--- src/rtl/rxr_pkg.sv ---
package rxr_pkg;
  typedef logic [31:0] addr_t;
  typedef enum logic [1:0] {W_IDLE, W_RECV, W_DROP, W_HDR} wstate_t;

  localparam logic [15:0] CMD_ARM  = 16'h9800;
  localparam logic [15:0] CMD_STOP = 16'h1100;
  localparam logic [15:0] CMD_ACK  = 16'h0100;
  localparam logic [15:0] CTL_RST  = 16'h8800;
  localparam logic [15:0] CTL_GO   = 16'h0400;
  localparam logic [15:0] CTL_OFF  = 16'h1000;

  // start address of slot idx in a ring of equal slots
  function automatic addr_t slot_addr(addr_t base, int unsigned idx, int unsigned bytes);
    return base + addr_t'(idx * bytes);
  endfunction

  // second header byte: error nibble over length high nibble
  function automatic logic [7:0] stat_byte(logic [3:0] errs, logic [11:0] len);
    return {errs, len[11:8]};
  endfunction
endpackage

--- src/rtl/rxr_set.sv ---
module rxr_set
  import rxr_pkg::*;
#(
  parameter int SLOTS = 8,
  parameter int CW    = 4
) (
  input  logic          clk,
  input  logic          rst_n,
  input  logic          clr,
  input  logic          we_base,
  input  logic          we_len,
  input  logic          we_cmd,
  input  logic [31:0]   wdata,
  input  logic          fill,
  output addr_t         base,
  output logic [CW-1:0] left,
  output logic          armed
);
  logic [CW-1:0] len_wr;
  assign len_wr = (int'(wdata[15:0]) > SLOTS) ? CW'(SLOTS) : wdata[CW-1:0];

  always_ff @(posedge clk or negedge rst_n) begin
    if (!rst_n) begin
      base  <= '0;
      left  <= '0;
      armed <= 1'b0;
    end else begin
      if (we_base) base <= wdata;
      if (we_len) left <= len_wr;
      else if (fill && left != '0) left <= left - CW'(1);
      if (clr) armed <= 1'b0;
      else if (we_cmd && wdata[15:0] == CMD_ARM) armed <= 1'b1;
      else if (we_cmd && wdata[15:0] == CMD_STOP) armed <= 1'b0;
      else if (fill && left == CW'(1)) armed <= 1'b0;
    end
  end

  AST_LEFT_MAX: assert property (@(posedge clk) disable iff (!rst_n)
    int'(left) <= SLOTS);
  AST_FILL_STEP: assert property (@(posedge clk) disable iff (!rst_n)
    fill && !we_len && left != '0 |=> left == $past(left) - CW'(1));
endmodule

--- src/rtl/rxr_writer.sv ---
module rxr_writer
  import rxr_pkg::*;
#(
  parameter int SLOTS      = 8,
  parameter int SLOT_BYTES = 2048,
  parameter int HDR_BYTES  = 16,
  parameter int CW         = 4
) (
  input  logic          clk,
  input  logic          rst_n,
  input  logic          abort,
  input  logic          fr_valid,
  input  logic [7:0]    fr_data,
  input  logic          fr_last,
  input  logic [3:0]    fr_err,
  input  logic [7:0]    fr_runt,
  input  logic [7:0]    fr_coll,
  output logic          in_ready,
  input  logic          accept,
  input  addr_t         base_cur,
  input  logic [CW-1:0] left_cur,
  output logic          mem_we,
  output addr_t         mem_addr,
  output logic [7:0]    mem_data,
  output logic          done_evt,
  output logic          drop_evt
);
  localparam int LW = 12;
  localparam logic [LW-1:0] CAP = LW'(SLOT_BYTES - HDR_BYTES);

  wstate_t       st;
  addr_t         slot_base, new_base, cur_base;
  logic [LW-1:0] cnt, pay_idx, len_after;
  logic [1:0]    hcnt;
  logic [3:0]    err_q;
  logic [7:0]    runt_q, coll_q;
  logic          take, pay_we;

  assign in_ready  = (st != W_HDR);
  assign take      = fr_valid && in_ready;
  assign new_base  = slot_addr(base_cur, int'(SLOTS) - int'(left_cur), SLOT_BYTES);
  assign cur_base  = (st == W_IDLE) ? new_base : slot_base;
  assign pay_idx   = (st == W_IDLE) ? '0 : cnt;
  assign pay_we    = take && (((st == W_IDLE) && accept) || ((st == W_RECV) && cnt < CAP));
  assign len_after = pay_idx + (pay_we ? LW'(1) : LW'(0));
  assign done_evt  = (st == W_HDR) && (hcnt == 2'd3);
  assign drop_evt  = (st == W_IDLE) && take && !accept;

  always_comb begin
    mem_we   = pay_we || (st == W_HDR);
    mem_addr = cur_base + addr_t'(HDR_BYTES) + addr_t'(pay_idx);
    mem_data = fr_data;
    if (st == W_HDR) begin
      mem_addr = slot_base + addr_t'({hcnt, 1'b0});
      case (hcnt)
        2'd0:    mem_data = cnt[7:0];
        2'd1:    mem_data = stat_byte(err_q, cnt);
        2'd2:    mem_data = runt_q;
        default: mem_data = coll_q;
      endcase
    end
  end

  always_ff @(posedge clk or negedge rst_n) begin
    if (!rst_n) begin
      st        <= W_IDLE;
      slot_base <= '0;
      cnt       <= '0;
      hcnt      <= '0;
      err_q     <= '0;
      runt_q    <= '0;
      coll_q    <= '0;
    end else if (abort) begin
      st   <= W_IDLE;
      hcnt <= '0;
    end else begin
      if (take && fr_last) begin
        err_q  <= fr_err;
        runt_q <= fr_runt;
        coll_q <= fr_coll;
      end
      case (st)
        W_IDLE: if (take) begin
          if (accept) begin
            slot_base <= new_base;
            cnt       <= len_after;
            st        <= fr_last ? W_HDR : W_RECV;
          end else if (!fr_last) begin
            st <= W_DROP;
          end
        end
        W_RECV: if (take) begin
          cnt <= len_after;
          if (fr_last) st <= W_HDR;
        end
        W_DROP: if (take && fr_last) st <= W_IDLE;
        default: begin
          hcnt <= hcnt + 2'd1;
          if (hcnt == 2'd3) st <= W_IDLE;
        end
      endcase
    end
  end

  AST_SLOT_BOUND: assert property (@(posedge clk) disable iff (!rst_n)
    mem_we && st != W_IDLE |-> (mem_addr - slot_base) < addr_t'(SLOT_BYTES));
  AST_DROP_SILENT: assert property (@(posedge clk) disable iff (!rst_n)
    st == W_DROP |-> !mem_we);
endmodule

--- src/rtl/rxr_dma_ring.sv ---
module rxr_dma_ring
  import rxr_pkg::*;
#(
  parameter int SLOTS      = 8,
  parameter int SLOT_BYTES = 2048,
  parameter int HDR_BYTES  = 16
) (
  input  logic        clk,
  input  logic        rst_n,
  input  logic        reg_we,
  input  logic [3:0]  reg_word,
  input  logic [31:0] reg_wdata,
  output logic [31:0] reg_rdata,
  input  logic        fr_valid,
  input  logic [7:0]  fr_data,
  input  logic        fr_last,
  input  logic [3:0]  fr_err,
  input  logic [7:0]  fr_runt,
  input  logic [7:0]  fr_coll,
  output logic        in_ready,
  output logic        mem_we,
  output logic [31:0] mem_addr,
  output logic [7:0]  mem_data,
  output logic        irq
);
  localparam int CW = $clog2(SLOTS + 1);

  addr_t         base_a  [2];
  logic [CW-1:0] left_a  [2];
  logic          armed_a [2];
  logic          cur, en, err, done;
  logic          ctl_we, ctl_rst, ack, accept, done_evt, drop_evt;
  logic [CW-1:0] left_cur;

  assign ctl_we   = reg_we && reg_word[3];
  assign ctl_rst  = ctl_we && reg_wdata[15:0] == CTL_RST;
  assign ack      = reg_we && !reg_word[3] && reg_word[1:0] == 2'd2 && reg_wdata[15:0] == CMD_ACK;
  assign left_cur = left_a[cur];
  assign accept   = en && armed_a[cur] && left_cur != '0;
  assign irq      = err || done;

  for (genvar i = 0; i < 2; i++) begin : g_set
    logic sel;
    assign sel = reg_we && !reg_word[3] && reg_word[2] == 1'(i);
    rxr_set #(.SLOTS(SLOTS), .CW(CW)) u_set (
      .clk     (clk),
      .rst_n   (rst_n),
      .clr     (ctl_rst),
      .we_base (sel && reg_word[1:0] == 2'd0),
      .we_len  (sel && reg_word[1:0] == 2'd1),
      .we_cmd  (sel && reg_word[1:0] == 2'd2),
      .wdata   (reg_wdata),
      .fill    (done_evt && cur == 1'(i)),
      .base    (base_a[i]),
      .left    (left_a[i]),
      .armed   (armed_a[i])
    );
  end

  rxr_writer #(.SLOTS(SLOTS), .SLOT_BYTES(SLOT_BYTES), .HDR_BYTES(HDR_BYTES), .CW(CW)) u_wr (
    .clk      (clk),
    .rst_n    (rst_n),
    .abort    (ctl_rst),
    .fr_valid (fr_valid),
    .fr_data  (fr_data),
    .fr_last  (fr_last),
    .fr_err   (fr_err),
    .fr_runt  (fr_runt),
    .fr_coll  (fr_coll),
    .in_ready (in_ready),
    .accept   (accept),
    .base_cur (base_a[cur]),
    .left_cur (left_cur),
    .mem_we   (mem_we),
    .mem_addr (mem_addr),
    .mem_data (mem_data),
    .done_evt (done_evt),
    .drop_evt (drop_evt)
  );

  always_ff @(posedge clk or negedge rst_n) begin
    if (!rst_n) begin
      cur  <= 1'b0;
      en   <= 1'b0;
      err  <= 1'b0;
      done <= 1'b0;
    end else if (ctl_rst) begin
      cur  <= 1'b0;
      en   <= 1'b0;
      err  <= 1'b0;
      done <= 1'b0;
    end else begin
      if (ctl_we && reg_wdata[15:0] == CTL_GO) en <= 1'b1;
      if (ctl_we && reg_wdata[15:0] == CTL_OFF) en <= 1'b0;
      if (drop_evt && en) err <= 1'b1;
      if (done_evt) done <= 1'b1;
      else if (ack) done <= 1'b0;
      if (done_evt && left_cur == CW'(1)) cur <= ~cur;
    end
  end

  always_comb begin
    reg_rdata = '0;
    if (reg_word[3]) begin
      reg_rdata[13] = err;
      reg_rdata[10] = en;
      reg_rdata[8]  = done;
      reg_rdata[4]  = cur;
    end else begin
      case (reg_word[1:0])
        2'd0:    reg_rdata = base_a[reg_word[2]];
        2'd1:    reg_rdata = 32'(left_a[reg_word[2]]);
        2'd2:    reg_rdata[15] = armed_a[reg_word[2]];
        default: reg_rdata = '0;
      endcase
    end
  end

  AST_IRQ_AFTER_DONE: assert property (@(posedge clk) disable iff (!rst_n)
    done_evt && !ctl_rst |=> irq);
  AST_ACK_CLEARS: assert property (@(posedge clk) disable iff (!rst_n)
    ack && !done_evt && !err && !drop_evt |=> !irq);
  AST_SWAP_ON_EMPTY: assert property (@(posedge clk) disable iff (!rst_n)
    done_evt && left_cur == CW'(1) && !ctl_rst |=> cur != $past(cur));
  AST_ERR_STICKY: assert property (@(posedge clk) disable iff (!rst_n)
    err && !ctl_rst |=> err);
endmodule

--- config.mk ---
export PLATFORM = sky130hd
export DESIGN_NAME = rxr_dma_ring
export DESIGN_NICKNAME = d
export VERILOG_FILES = /design/src/rtl/rxr_pkg.sv /design/src/rtl/rxr_set.sv /design/src/rtl/rxr_writer.sv /design/src/rtl/rxr_dma_ring.sv
export SDC_FILE = /design/constraint.sdc
export NUM_CORES = 1
export LEC_CHECK = 0
export CORE_MARGIN = 5
export CORE_UTILIZATION = 40
export CTS_CLUSTER_DIAMETER = 50
export DETAILED_ROUTE_END_ITERATION = 6
export RECOVER_POWER = 100
export SLEW_MARGIN = 20
export SYNTH_ARGS = -nofsm -noshare
export SYNTH_HDL_FRONTEND = slang
export SYNTH_SLANG_ARGS = --single-unit
--- constraint.sdc ---
create_clock -name clk -period 17.5 [get_ports clk]
set_input_delay 3.5 -clock clk [delete_from_list [all_inputs] [get_ports clk]]
set_output_delay 3.5 -clock clk [all_outputs]
set_load 0.005 [all_outputs]
# Word-level counts from Yosys, hierarchy flattened

Index checks and enable logic that the tools add are counted.

Div/mod/pow operators: 0
Shift operators: 0
Add/sub/neg operators: 9
Mux-type cells: 75
$lt $le $gt $ge: 4
Eq/ne operators: 27
Reductions and logical operators: 63
Multipliers: 0
Bitwise operators: 5

Operators by type and width:

| operator                | count |
|---|---|
| $mux W32                | 8 |
| $mux W12                | 4 |
| $mux W4                 | 12 |
| $logic_and A1 B1 Y1     | 37 |
| $add A32 B12 Y32        | 1 |
| $add A32 B3 Y32         | 1 |
| $add A32 B32 Y32        | 1 |
| $add A32 B5 Y32 const B | 1 |
| $eq A16 B13 Y1 const B  | 2 |
| $eq A16 B16 Y1 const B  | 2 |
| $mux W1                 | 30 |
| $pmux W15 S2            | 1 |
| $mux W2                 | 12 |
| $pmux W12 S2            | 1 |
| $pmux W8 S3             | 1 |
| $reduce_bool A4 Y1      | 5 |
| $mux W18                | 1 |
| $eq A16 B11 Y1 const B  | 1 |
| $eq A16 B9 Y1 const B   | 1 |
| $gt A16 B4 Y1 const B   | 1 |
| $mux W16                | 1 |
| $add A12 B12 Y12        | 1 |
| $eq A4 B1 Y1 const B    | 3 |
| $lt A12 B11 Y1 const B  | 1 |
| 28 further kinds        | 54 |

Memories: 0
Input bits: 69
Output and inout bits: 75
Register bits after elaboration: 146
Bits in read-only memories: 0
Bits in writable memories: 0
Bits in latches: 0

# Depth between registers and ports, before layout

Gate-level depths: netlist of the first run.

Depth in word-level cells: 14
Gate-level depth with buffers: 22
Mapped depth without buffers: 16

# Cells and area by module

A second synthesis of the first run with hierarchy kept.

Cells, all modules: 1234
Area total of the unflattened synthesis: 11339.6 um2

Modules (own cells, without submodules):

| module       | area each (um2) | seq. area each (um2) | instances | cells each |
|---|---|---|---|---|
| rxr_writer   | 6817.8          | 1701.6               | 1         | 843 |
| rxr_set      | 1546.5          | 925.9                | 2         | 110 |
| rxr_dma_ring | 1428.9          | 100.1                | 1         | 171 |

# Worst setup path before layout of the first run

OpenSTA, ideal clock, no wires.

Path kind: reg-to-output
Start point: reg cur
End point: out mem_addr[31]
Setup slack: 8421 ps
Path buffers: 3
Arrival: 5579 ps
Stages on the path, launching flop included: 20
Path through: dfrtp_1 -> clkbuf_1 -> buf_1 -> mux2i_1 -> ha_1 -> inv_1 -> o21ai_0 -> o21ai_0 -> ha_1 -> buf_6 -> a21oi_1 -> o211ai_2 -> a221oi_2 -> xnor2_1 -> mux2i_1 -> or3_1 -> a211o_4 -> nor4b_4 -> xnor2_1 -> a221oi_2

Word-level cells in the longest chain between the ends: 10
Elaborated cells on any way between the ends: 13

Ends and longest elaborated chain:

| item                                       | line                                   | source |
|---|---|---|
| start, declared                            | rxr_dma_ring.sv:31                     | `logic cur, en, err, done;` |
| start signal, assigned                     | rxr_dma_ring.sv:98                     | `if (done_evt && left_cur == CW'(1)) cur <= ~cur;` |
| $not A1 Y2 (implied by the code) (*)       | rxr_dma_ring.sv:38, rxr_dma_ring.sv:72 |  |
| $mux W4 (implied by the code) (3 in a row) | rxr_dma_ring.sv:38                     | `assign left_cur = left_a[cur];` |
| $sub A4 B4 Y5                              | rxr_writer.sv:41                       | `assign new_base = slot_addr(base_cur, int'(SLOTS) - int'(left_cur), SLOT_BYTES);` |
| $add A32 B32 Y32 (*)                       | rxr_pkg.sv:14                          | `return base + addr_t'(idx * bytes);` |
| $mux W32 (*)                               | rxr_writer.sv:42                       | `assign cur_base = (st == W_IDLE) ? new_base : slot_base;` |
| $add A32 B5 Y32 (*)                        | rxr_writer.sv:51                       | `mem_addr = cur_base + addr_t'(HDR_BYTES) + addr_t'(pay_idx);` |
| $add A32 B12 Y32 (*)                       | rxr_writer.sv:51                       |  |
| $mux W32 (*)                               | rxr_writer.sv:53                       | `if (st == W_HDR) begin` |
| end, declared                              | rxr_dma_ring.sv:22                     | `output logic [31:0] mem_addr,` |

Every way passes the cells marked *; elsewhere a longest branch is shown, timed or not. The select of a mux whose other input is x is not followed.

# Worst setup path in the final report of the first run

Start point: reg u_wr.st[0]
End point: out mem_addr[31]

Word-level cells in the longest chain between the ends: 5
Elaborated cells on any way between the ends: 7

Ends and longest elaborated chain:

| item                   | line                               | source |
|---|---|---|
| start, declared        | rxr_writer.sv:31                   | `wstate_t st;` |
| start signal, assigned | rxr_writer.sv:87                   | `st <= fr_last ? W_HDR : W_RECV;` |
| $logic_not A2 Y1       | rxr_writer.sv:42, rxr_writer.sv:43 |  |
| $mux W32               | rxr_writer.sv:42                   |  |
| $add A32 B5 Y32        | rxr_writer.sv:51                   |  |
| $add A32 B12 Y32       | rxr_writer.sv:51                   |  |
| $mux W32 (*)           | rxr_writer.sv:53                   |  |

Every way passes the cells marked *; elsewhere a longest branch is shown, timed or not.

==> impl_metrics.env, run 1 <==
export IMPL_status="finished, violations left"
export IMPL_violations="max-capacitance violations, max-slew violations"
export IMPL_timing_final_crit_share_pct=64.7
export IMPL_grtUsageTotal_pct=19.8
export IMPL_hold_viol_final=0
export IMPL_layout_setup_ws_ps=6180
export IMPL_drtIter0Drc=597
export IMPL_slew_headroom_pct=-230
export IMPL_via_per_inst=5.37
export IMPL_crit_path_end_kind="output port"
export IMPL_wl_per_cell_um=17.7
export IMPL_min_to="u_wr.coll_q[2]"
export IMPL_cap_viol_max_count=9
export IMPL_cp_cell_sequence="or2_2 > clkbuf_1 > o21ai_0 > ha_1 > ha_1 > a21o_1 > a21oi_1 > o21ai_0 > a21oi_1 > o21a_1 > nor4b_1 > nand2_1 > nor4b_4 > xnor2_1 > a221oi_2 > dlygate4sd3_1"
export IMPL_cp_required_ps=14000
export IMPL_cp_start_kind="flip-flop"
export IMPL_yosysWarnings=0
export IMPL_r2r_slack_ps=12310
export IMPL_fill_cells=2682
export IMPL_fmax_ghz=0.0883
export IMPL_io_pin_count=144
export IMPL_synth_avg_cell_area_um2=9.01
export IMPL_h_tree_depth=4
export IMPL_dpl_worst_slack_ps=8160
export IMPL_timing_rr_start="u_wr.st[0]"
export IMPL_drc=0
export IMPL_post_route_cells_drive_above_1_share_pct=12.9
export IMPL_crit_path_max_incr_delay_ps=1870
export IMPL_std_cell_rows=61
export IMPL_rsz0062_at_grt="false"
export IMPL_peakVddDrop_mv=0.0842
export IMPL_path_clk_slew_ps=60
export IMPL_ctsResizeCount=0
export IMPL_insertion_delay_ps=440
export IMPL_synth_edf_count=0
export IMPL_die_area_mm2=0.0313
export IMPL_grt_pass1_wl_um=49800
export IMPL_synth_cell_types=79
export IMPL_drtPass1Iterations=5
export IMPL_gp_congestion=0.856
export IMPL_worst_pin_slew_ps=4950
export IMPL_cts_tree="built"
export IMPL_ant_nets=0
export IMPL_die_w_um=177
export IMPL_synth_nets=1366
export IMPL_drv_slew=431
export IMPL_synth_flop_cell="dfrtp_1"
export IMPL_cellPowerDensity_mw_per_mm2=188
export IMPL_clockBufferDepth=2
export IMPL_min_path_cells=1
export IMPL_area_delta_synth_final_pct=19.4
export IMPL_cts_num_sinks=146
export IMPL_wl_um=30600
export IMPL_holdBufCountCts=0
export IMPL_seq_area_frac_synth_pct=32.8
export IMPL_cts_setup_buffers=0
export IMPL_nets=1470
export IMPL_fin_tns_setup_ps=0
export IMPL_synthCells=1236
export IMPL_final_setup_skew_ps=20.0
export IMPL_fp_dieH_um=177
export IMPL_grt_pass1_vias=9177
export IMPL_final_area_mm2=0.0133
export IMPL_crit_type="reg -> out"
export IMPL_start_util_pct=40.3
export IMPL_async_reset_ff_share_pct=100
export IMPL_numCtsBuffers=17
export IMPL_io_buffer_count=143
export IMPL_clockRootBuffer="clkbuf_16"
export IMPL_synth_seq_cells=146
export IMPL_crit_path_max_fanout=65
export IMPL_r2r_end="u_wr.st[0]"
export IMPL_placed_area_mm2=0.0127
export IMPL_finalSetupViolations=0
export IMPL_n_antenna_cell=0
export IMPL_slowest_stage="clkbuf_1"
export IMPL_crit_arrival_ps=7820
export IMPL_grt_max_degree=90
export IMPL_hp_class="reg -> reg"
export IMPL_hpwl_um=22400
export IMPL_syn_area_mm2=0.0111
export IMPL_grt_ovfl_total=0
export IMPL_min_from="u_wr.coll_q[2]"
export IMPL_reg2reg_depth=5
export IMPL_vias=9302
export IMPL_leakagePower_uw=0.00587
export IMPL_min_period_ps=11320
export IMPL_coreArea_mm2=0.0276
export IMPL_antenna_found_initial=0
[cell type report]
type	instances	area, um2	share of cell area [%]
Multi-Input combinational cell	990	6970	52.4
Sequential cell	146	3650	27.5
Timing Repair Buffer	154	1480	11.1
Tap cell	378	473	3.56
Clock buffer	18	439	3.30
Clock inverter	14	164	1.23
Inverter	31	116	0.875
[sequential cells by signal, indices dropped and copies added (netlist names)]
signal / flops
cur: 1
done: 1
en: 1
err: 1
g_set.u_set.armed: 2
g_set.u_set.base: 64
g_set.u_set.left: 8
u_wr.cnt: 12
u_wr.coll_q: 8
u_wr.err_q: 4
u_wr.hcnt: 2
u_wr.runt_q: 8
u_wr.slot_base: 32
u_wr.st: 2
[through the flow]
step	cells	utilization, %	hold slack, ps	power, uW
after floorplan	1236	-	458	1650
after global placement	1699	46.1	489	2160
after detailed placement	1699	46.1	495	2180
after CTS	1731	48.3	511	2570
after global routing	1731	48.1	527	2720
final	1731	48.1	511	2500
[cell families (layout without fill, tap and decap cells)]
group	Yosys count	in the layout	synth area share, %
and+or+nand+nor	431	431	18.5
AOI/OAI and AO/OA	240	240	13.6
muxes	168	168	16.5
DFF	146	146	32.8
buffers and inverters	100	217	4.47
xor gates and xnor gates	90	90	7.08
adders and majority gates	61	61	7.06
[synth_stat cells, types with 7 or more instances]
library cell | instances | area (um2)
a222oi_1 | 8 | 80.1
inv_1 | 31 | 116
buf_1 | 15 | 56.3
a31oi_1 | 7 | 43.8
xnor2_1 | 55 | 482
a21oi_1 | 68 | 340
clkbuf_8 | 8 | 110
clkbuf_1 | 36 | 135
ha_1 | 58 | 726
or2_2 | 8 | 50.1
or3_1 | 11 | 68.8
mux2i_1 | 59 | 591
mux2_2 | 107 | 1200
nand3_1 | 29 | 145
nand2_1 | 183 | 687
nand2b_1 | 15 | 93.8
dfrtp_1 | 146 | 3650
nand4_1 | 14 | 87.6
nor3_1 | 13 | 65.1
o31ai_1 | 8 | 60.1
and3_1 | 14 | 87.6
xor2_1 | 35 | 307
and2_1 | 13 | 81.3
o21ai_0 | 89 | 445
nor2_1 | 92 | 345
[report_power, final]
part	switching [uW]	internal, uW
Clock	171	207
Sequential	61.3	400
Combinational	930	734
Total	1160	1340
[per-layer routing]
layer  global-route usage [%]  routed length [um]  up-vias  share of wire [%]
li1                         -                   -     4604                  -
met1                     29.1               15300     4437                 50
met2                     30.5               13400      243                 44
met3                     3.50                1550       18                5.1
met4                     4.29                 318        0                1.0
met5                        0                   0        -                  0
[how the worst max path moves through the flow]
stage | start | to | slack [ps] | cells past startpoint
2_1_floorplan | cur | mem_addr[31] | 8420 | 19
3_3_place_gp | reg_word[3] | reg_rdata[10] | 8230 | 4
3_5_place_dp | reg_word[3] | reg_rdata[4] | 8160 | 4
4_1_cts | cur | mem_addr[31] | 7850 | 19
5_1_grt | u_wr.st[0] | mem_addr[31] | 5460 | 16
6_report | u_wr.st[0] | mem_addr[31] | 6180 | 16
[critical path: cells and delay by family, from the launching register on]
family,cells,cell delay [ps]
compound gates,7,1630
simple gates,4,1620
buf+inv,2,2510
fa+ha+maj,2,760
flops,1,720
xor+xnor,1,120
[cell usage in the layout, fill, tap and decap left out, types with 8 or more instances in the layout]
cell             Yosys  final
xor2_1              35     35
ha_1                58     58
mux2i_1             59     59
clkbuf_1            36      8
dfrtp_1            146    145
nor2_1              92     92
inv_1               31     31
nand2_1            183    183
o31ai_1              8      8
clkbuf_16            0     17
dlygate4sd3_1        0     73
xnor2_1             55     55
and3_1              14     14
and2_1              13     12
clkdlybuf4s50_1      0     68
nand3_1             29     29
nand2b_1            15     15
or3_1               11     11
nand4_1             14     14
a222oi_1             8      8
a21oi_1             68     68
o21ai_0             89     88
nor3_1              13     13
mux2_2             107    107
Power figures use the tool's default switching activity.
==> inputs of run 2 (changes only) <==
- clock period: 17.5 -> 11.2 ns (I/O delays scaled with it)
==> run 2 against run 1 <==
  * Clock power up 63%
  * Critical endpoint is now mem_addr[30]
  * Sequential cell count is the same
  * Sequential share of layout area down 0.053 points
  * The flow still finishes with violations (max-capacitance violations, max-slew violations)
  * Register-to-register slack worse by 6100 ps
  * Combinational power grew 57%
==> impl_metrics.env, run 2 (synthesized netlist as in run 1, its figures left out) <==
export IMPL_status="finished, violations left"
export IMPL_violations="max-capacitance violations, max-slew violations"
export IMPL_clockRootBuffer="clkbuf_16"
export IMPL_final_setup_skew_ps=16.0
export IMPL_met2_usage_pct=31.1
export IMPL_grtUsageMet1_pct=28.8
export IMPL_area_delta_synth_final_pct=19.6
export IMPL_die_area_mm2=0.0313
export IMPL_std_cell_rows=61
export IMPL_grt_pass1_vias=9162
export IMPL_numCtsBuffers=17
export IMPL_met3_usage_pct=3.46
export IMPL_drv_slew=328
export IMPL_gp_congestion=0.897
export IMPL_grt_max_degree=75
export IMPL_finalSetupViolations=0
export IMPL_start_util_pct=40.3
export IMPL_path_clk_slew_ps=60
export IMPL_insertion_delay_ps=430
export IMPL_rsz0062_at_grt="false"
export IMPL_final_cell_mix="183 x nand2_1, 146 x dfrtp_1, 106 x mux2_2"
export IMPL_crit_arrival_ps=6820
export IMPL_hpwl_um=22500
export IMPL_wl_per_cell_um=17.8
export IMPL_nets=1471
export IMPL_hold_viol_final=0
export IMPL_worst_pin_slew_ps=4100
export IMPL_leakagePower_uw=0.00589
export IMPL_die_w_um=177
export IMPL_antenna_found_initial=0
export IMPL_peakVddDrop_mv=0.191
export IMPL_holdBufCountCts=0
export IMPL_io_pin_count=144
export IMPL_fmax_ghz=0.110
export IMPL_layout_commonest_cell="nand2_1"
export IMPL_io_buffer_count=143
export IMPL_cts_setup_buffers=0
export IMPL_crit_path_end_kind="output port"
export IMPL_top_register="g_set.u_set.base"
export IMPL_crit_type="reg -> out"
export IMPL_coreArea_mm2=0.0276
export IMPL_reg_top3="g_set.u_set.base x64, u_wr.slot_base x32, u_wr.cnt x12"
export IMPL_design_power_total_uw=3950
export IMPL_fp_dieH_um=177
export IMPL_drc=0
export IMPL_busiest_layer="met2"
export IMPL_slew_headroom_pct=-173
export IMPL_vias=9331
export IMPL_cellPowerDensity_mw_per_mm2=297
export IMPL_wl_um=30800
export IMPL_n_antenna_cell=0
export IMPL_post_route_cells_drive_above_1_share_pct=12.6
export IMPL_clockBufferDepth=2
export IMPL_min_period_ps=9060
export IMPL_timing_final_crit_share_pct=80.9
export IMPL_hp_class="reg -> reg"
export IMPL_ant_nets=0
export IMPL_largest_register_ffs=64
export IMPL_cts_tree="built"
export IMPL_grt_ovfl_total=0
export IMPL_drtPass1Iterations=5
export IMPL_crit_path_max_fanout=19
export IMPL_cts_num_sinks=146
export IMPL_via_per_inst=5.39
export IMPL_drtIter0Drc=566
export IMPL_cp_required_ps=8960
export IMPL_cap_viol_max_count=8
export IMPL_fin_tns_setup_ps=0
export IMPL_h_tree_depth=4
export IMPL_ctsResizeCount=0
export IMPL_grtUsageTotal_pct=19.6
export IMPL_cp_start_kind="flip-flop"
export IMPL_grt_pass1_wl_um=49800
[run 2: cell types whose count changed in the layout (fill, tap and decap cells not counted), sizes merged]
| cell | delta |
|---|---|
| clkinv | -2 |
| clkdlybuf4s50 | +5 |
| bufinv | +2 |
| inv | +1 |
| clkinvlp | -1 |
| dlygate4sd3 | -5 |
[run 2: path summary, 6_finish.rpt]
| kind | slack, ps | cells after the start | from | to |
|---|---|---|---|---|
| max reg2reg | 6170 | 17 | cur | u_wr.slot_base[31] |
| min in group asynchronous | 3240 | 1 | rst_n | u_wr.err_q[0] |
| min | 510 | 1 | u_wr.coll_q[2] | u_wr.coll_q[2] |
| max in group asynchronous | 5330 | 2 | rst_n | g_set[0].u_set.base[15] |
| max | 2140 | 17 | cur | mem_addr[30] |
| min reg2reg | 510 | 1 | u_wr.coll_q[2] | u_wr.coll_q[2] |
[run 2: cell type report]
type                       instances  area, um2
fill                            2678      14300
multi-input combinational        990       6970
sequential                       146       3650
timing repair buffer             155       1480
tap                              378        473
clock buffer                      17        425
clock inverter                    14        191
inverter                          31        116
[run 2: critical path, stage by stage (launching register included)]
cell	delay [ps]
dfrtp_1	930
mux2i_1	290
ha_1	270
inv_1	100
o21ai_0	90
o21ai_1	140
clkbuf_1	630
ha_1	380
o211ai_1	160
o21ai_0	520
a31oi_1	180
xor2_1	240
o41ai_1	520
o2111ai_1	520
nor4b_1	470
xor2_1	200
o21ai_0	90
dlygate4sd3_1	660
[run 2: routing by layer]
layer	wire, um	up-vias
li1	-	4597
met1	15400	4486
met2	13600	234
met3	1490	14
met4	283	0
met5	0	-
[run 2: power by group]
| part | total (uW) | internal, uW | switching [uW] |
|---|---|---|---|
| Combinational | 2610 | 1150 | 1460 |
| Clock | 618 | 359 | 259 |
| Sequential | 729 | 624 | 105 |
[run 2: through the flow]
step,cell area [um2],instances,setup WS (ps),hold slack (ps),util [%]
finish,13300,1731,2140,507,48.2
global route,13300,1731,1450,529,48.2
CTS,13400,1730,2980,511,48.4
detailed placement,12700,1699,3460,497,46.1
global placement,12700,1699,3660,489,46.1
floorplan,11100,1236,3380,458,-
==> inputs of run 3 (changes only) <==
- clock period: 11.2 -> 7.9 ns (I/O delays scaled with it)
==> run 3 against run 2 <==
  * The flow still finishes with violations (max-capacitance violations, max-slew violations)
  * Count of clock-buffer cells in the layout stayed put
  * Global-route usage grew 0.16 points
  * Hold slack gained 1.7 ps
  * Power rose by 41%
  * Final cell count stayed put
  * Worst setup slack got worse by 1500 ps
  * First-iteration DRC count up 18%
  * Clock skew shrank 2.9 ps
  * Sequential power grew 40%
  * Wire length up 0.30%
  * Via count decreased by 0.78%
  * Largest cell class unchanged
==> impl_metrics.env, run 3 (synthesized netlist as in run 1, its figures left out) <==
export IMPL_timing_rr_start="u_wr.st[0]"
export IMPL_grt_pass1_wl_um=50100
export IMPL_post_route_cells_drive_above_1_share_pct=12.8
export IMPL_largest_register_ffs=64
export IMPL_r2r_slack_ps=3140
export IMPL_cellPowerDensity_mw_per_mm2=420
export IMPL_crit_arrival_ps=5710
export IMPL_io_pin_count=144
export IMPL_cts_num_sinks=146
export IMPL_cap_viol_max_count=8
export IMPL_crit_path_max_fanout=17
export IMPL_gp_congestion=0.854
export IMPL_insertion_delay_ps=430
export IMPL_cp_required_ps=6320
export IMPL_final_cell_mix="183 x nand2_1, 145 x dfrtp_1, 105 x mux2_2"
export IMPL_top_register="g_set.u_set.base"
export IMPL_die_w_um=177
export IMPL_reg2reg_depth=5
export IMPL_grtUsageTotal_pct=19.8
export IMPL_die_area_mm2=0.0313
export IMPL_fmax_ghz=0.137
export IMPL_design_power_total_uw=5590
export IMPL_ctsResizeCount=0
export IMPL_crit_path_end_kind="output port"
export IMPL_grt_max_degree=78
export IMPL_reg_top3="g_set.u_set.base x64, u_wr.slot_base x32, u_wr.cnt x12"
export IMPL_coreArea_mm2=0.0276
export IMPL_grt_pass1_vias=9069
export IMPL_path_clk_slew_ps=70
export IMPL_violations="max-capacitance violations, max-slew violations"
export IMPL_min_period_ps=7290
export IMPL_cp_endpoint="mem_addr[31]"
export IMPL_antenna_found_initial=0
export IMPL_rsz0062_at_grt="false"
export IMPL_timing_final_crit_share_pct=92.3
export IMPL_final_setup_skew_ps=13.1
export IMPL_ant_nets=0
export IMPL_wl_per_cell_um=17.9
export IMPL_area_delta_synth_final_pct=19.5
export IMPL_drv_slew=346
export IMPL_cp_start_kind="flip-flop"
export IMPL_std_cell_rows=61
export IMPL_worst_pin_slew_ps=4170
export IMPL_via_per_inst=5.35
export IMPL_io_buffer_count=143
export IMPL_numCtsBuffers=17
export IMPL_finalSetupViolations=0
export IMPL_h_tree_depth=4
export IMPL_peakVddDrop_mv=0.185
export IMPL_hold_viol_final=0
export IMPL_status="finished, violations left"
export IMPL_clockRootBuffer="clkbuf_16"
export IMPL_grt_ovfl_total=0
export IMPL_drtIter0Drc=666
export IMPL_clockBufferDepth=2
export IMPL_hpwl_um=22800
export IMPL_layout_commonest_cell="nand2_1"
export IMPL_wl_um=30900
export IMPL_drc=0
export IMPL_fill_cells=2748
export IMPL_nets=1470
export IMPL_crit_type="reg -> out"
export IMPL_r2r_end="u_wr.runt_q[0]"
export IMPL_leakagePower_uw=0.00588
export IMPL_multiInputGateArea_mm2=0.00697
export IMPL_drtPass1Iterations=6
export IMPL_hp_class="reg -> reg"
export IMPL_fp_dieH_um=177
export IMPL_whs_ps=509
export IMPL_slew_headroom_pct=-178
export IMPL_register_area_mm2=0.00365
export IMPL_fin_tns_setup_ps=0
export IMPL_n_antenna_cell=0
export IMPL_vias=9258
export IMPL_holdBufCountCts=0
export IMPL_start_util_pct=40.3
export IMPL_cts_setup_buffers=0
export IMPL_critPathLaunch="g_set[1].u_set.left[1]"
export IMPL_cts_tree="built"
export IMPL_utilization_pct=48.2
==> run 3: stage by stage <==
| stage | instance area, um2 | instances | setup WS, ps |
|---|---|---|---|
| final | 13300 | 1731 | 607 |
| after global routing | 13300 | 1731 | 179 |
| after CTS | 13400 | 1731 | 725 |
| after detailed placement | 12700 | 1699 | 1200 |
| after global placement | 12700 | 1699 | 1300 |
| after floorplan | 11100 | 1236 | 741 |
==> run 3: cell type report <==
| cell class | count | share of cell area [%] |
|---|---|---|
| Timing Repair Buffer | 154 | 11.1 |
| Inverter | 31 | 0.874 |
| Multi-Input combinational cell | 990 | 52.4 |
| Clock inverter | 15 | 1.41 |
| Tap cell | 378 | 3.55 |
| Clock buffer | 17 | 3.20 |
| Sequential cell | 146 | 27.5 |
==> run 3: power by group <==
group	total [uW]	internal, uW	leakage [uW]	switching, uW
Clock	863	483	0.000297	380
Combinational	3710	1630	0.00379	2080
Sequential	1020	886	0.00180	137
Total	5590	3000	0.00588	2600
==> run 3: how the worst min path moves through the flow <==
stage,start,end,cells after the start
2_1_floorplan,u_wr.cnt[0],u_wr.cnt[0],2
4_1_cts,u_wr.coll_q[4],u_wr.coll_q[4],1
3_3_place_gp,u_wr.slot_base[0],u_wr.slot_base[0],2
6_report,u_wr.coll_q[5],u_wr.coll_q[5],1
3_5_place_dp,u_wr.err_q[1],u_wr.err_q[1],1
5_1_grt,u_wr.runt_q[0],u_wr.runt_q[0],1
==> run 3: per-layer routing <==
metal / global-route usage (%) / share of wire [%]
met2: 30.2 / 43
met5: 0 / 0
met1: 29.9 / 52
met4: 3.80 / 0.85
met3: 3.16 / 3.8
==> run 3: critical path, cell delays in order (launching register included) <==
cell	delay, ps
dfrtp_1	430
mux2i_1	290
ha_1	230
inv_1	80
o211ai_1	150
o21ai_1	90
buf_4	230
ha_1	380
o211ai_1	310
a21oi_1	140
a221oi_2	350
xnor2_1	210
mux2i_1	200
or3_1	410
a211o_4	360
nor4b_1	390
xnor2_1	150
a221oi_2	290
clkdlybuf4s50_1	570
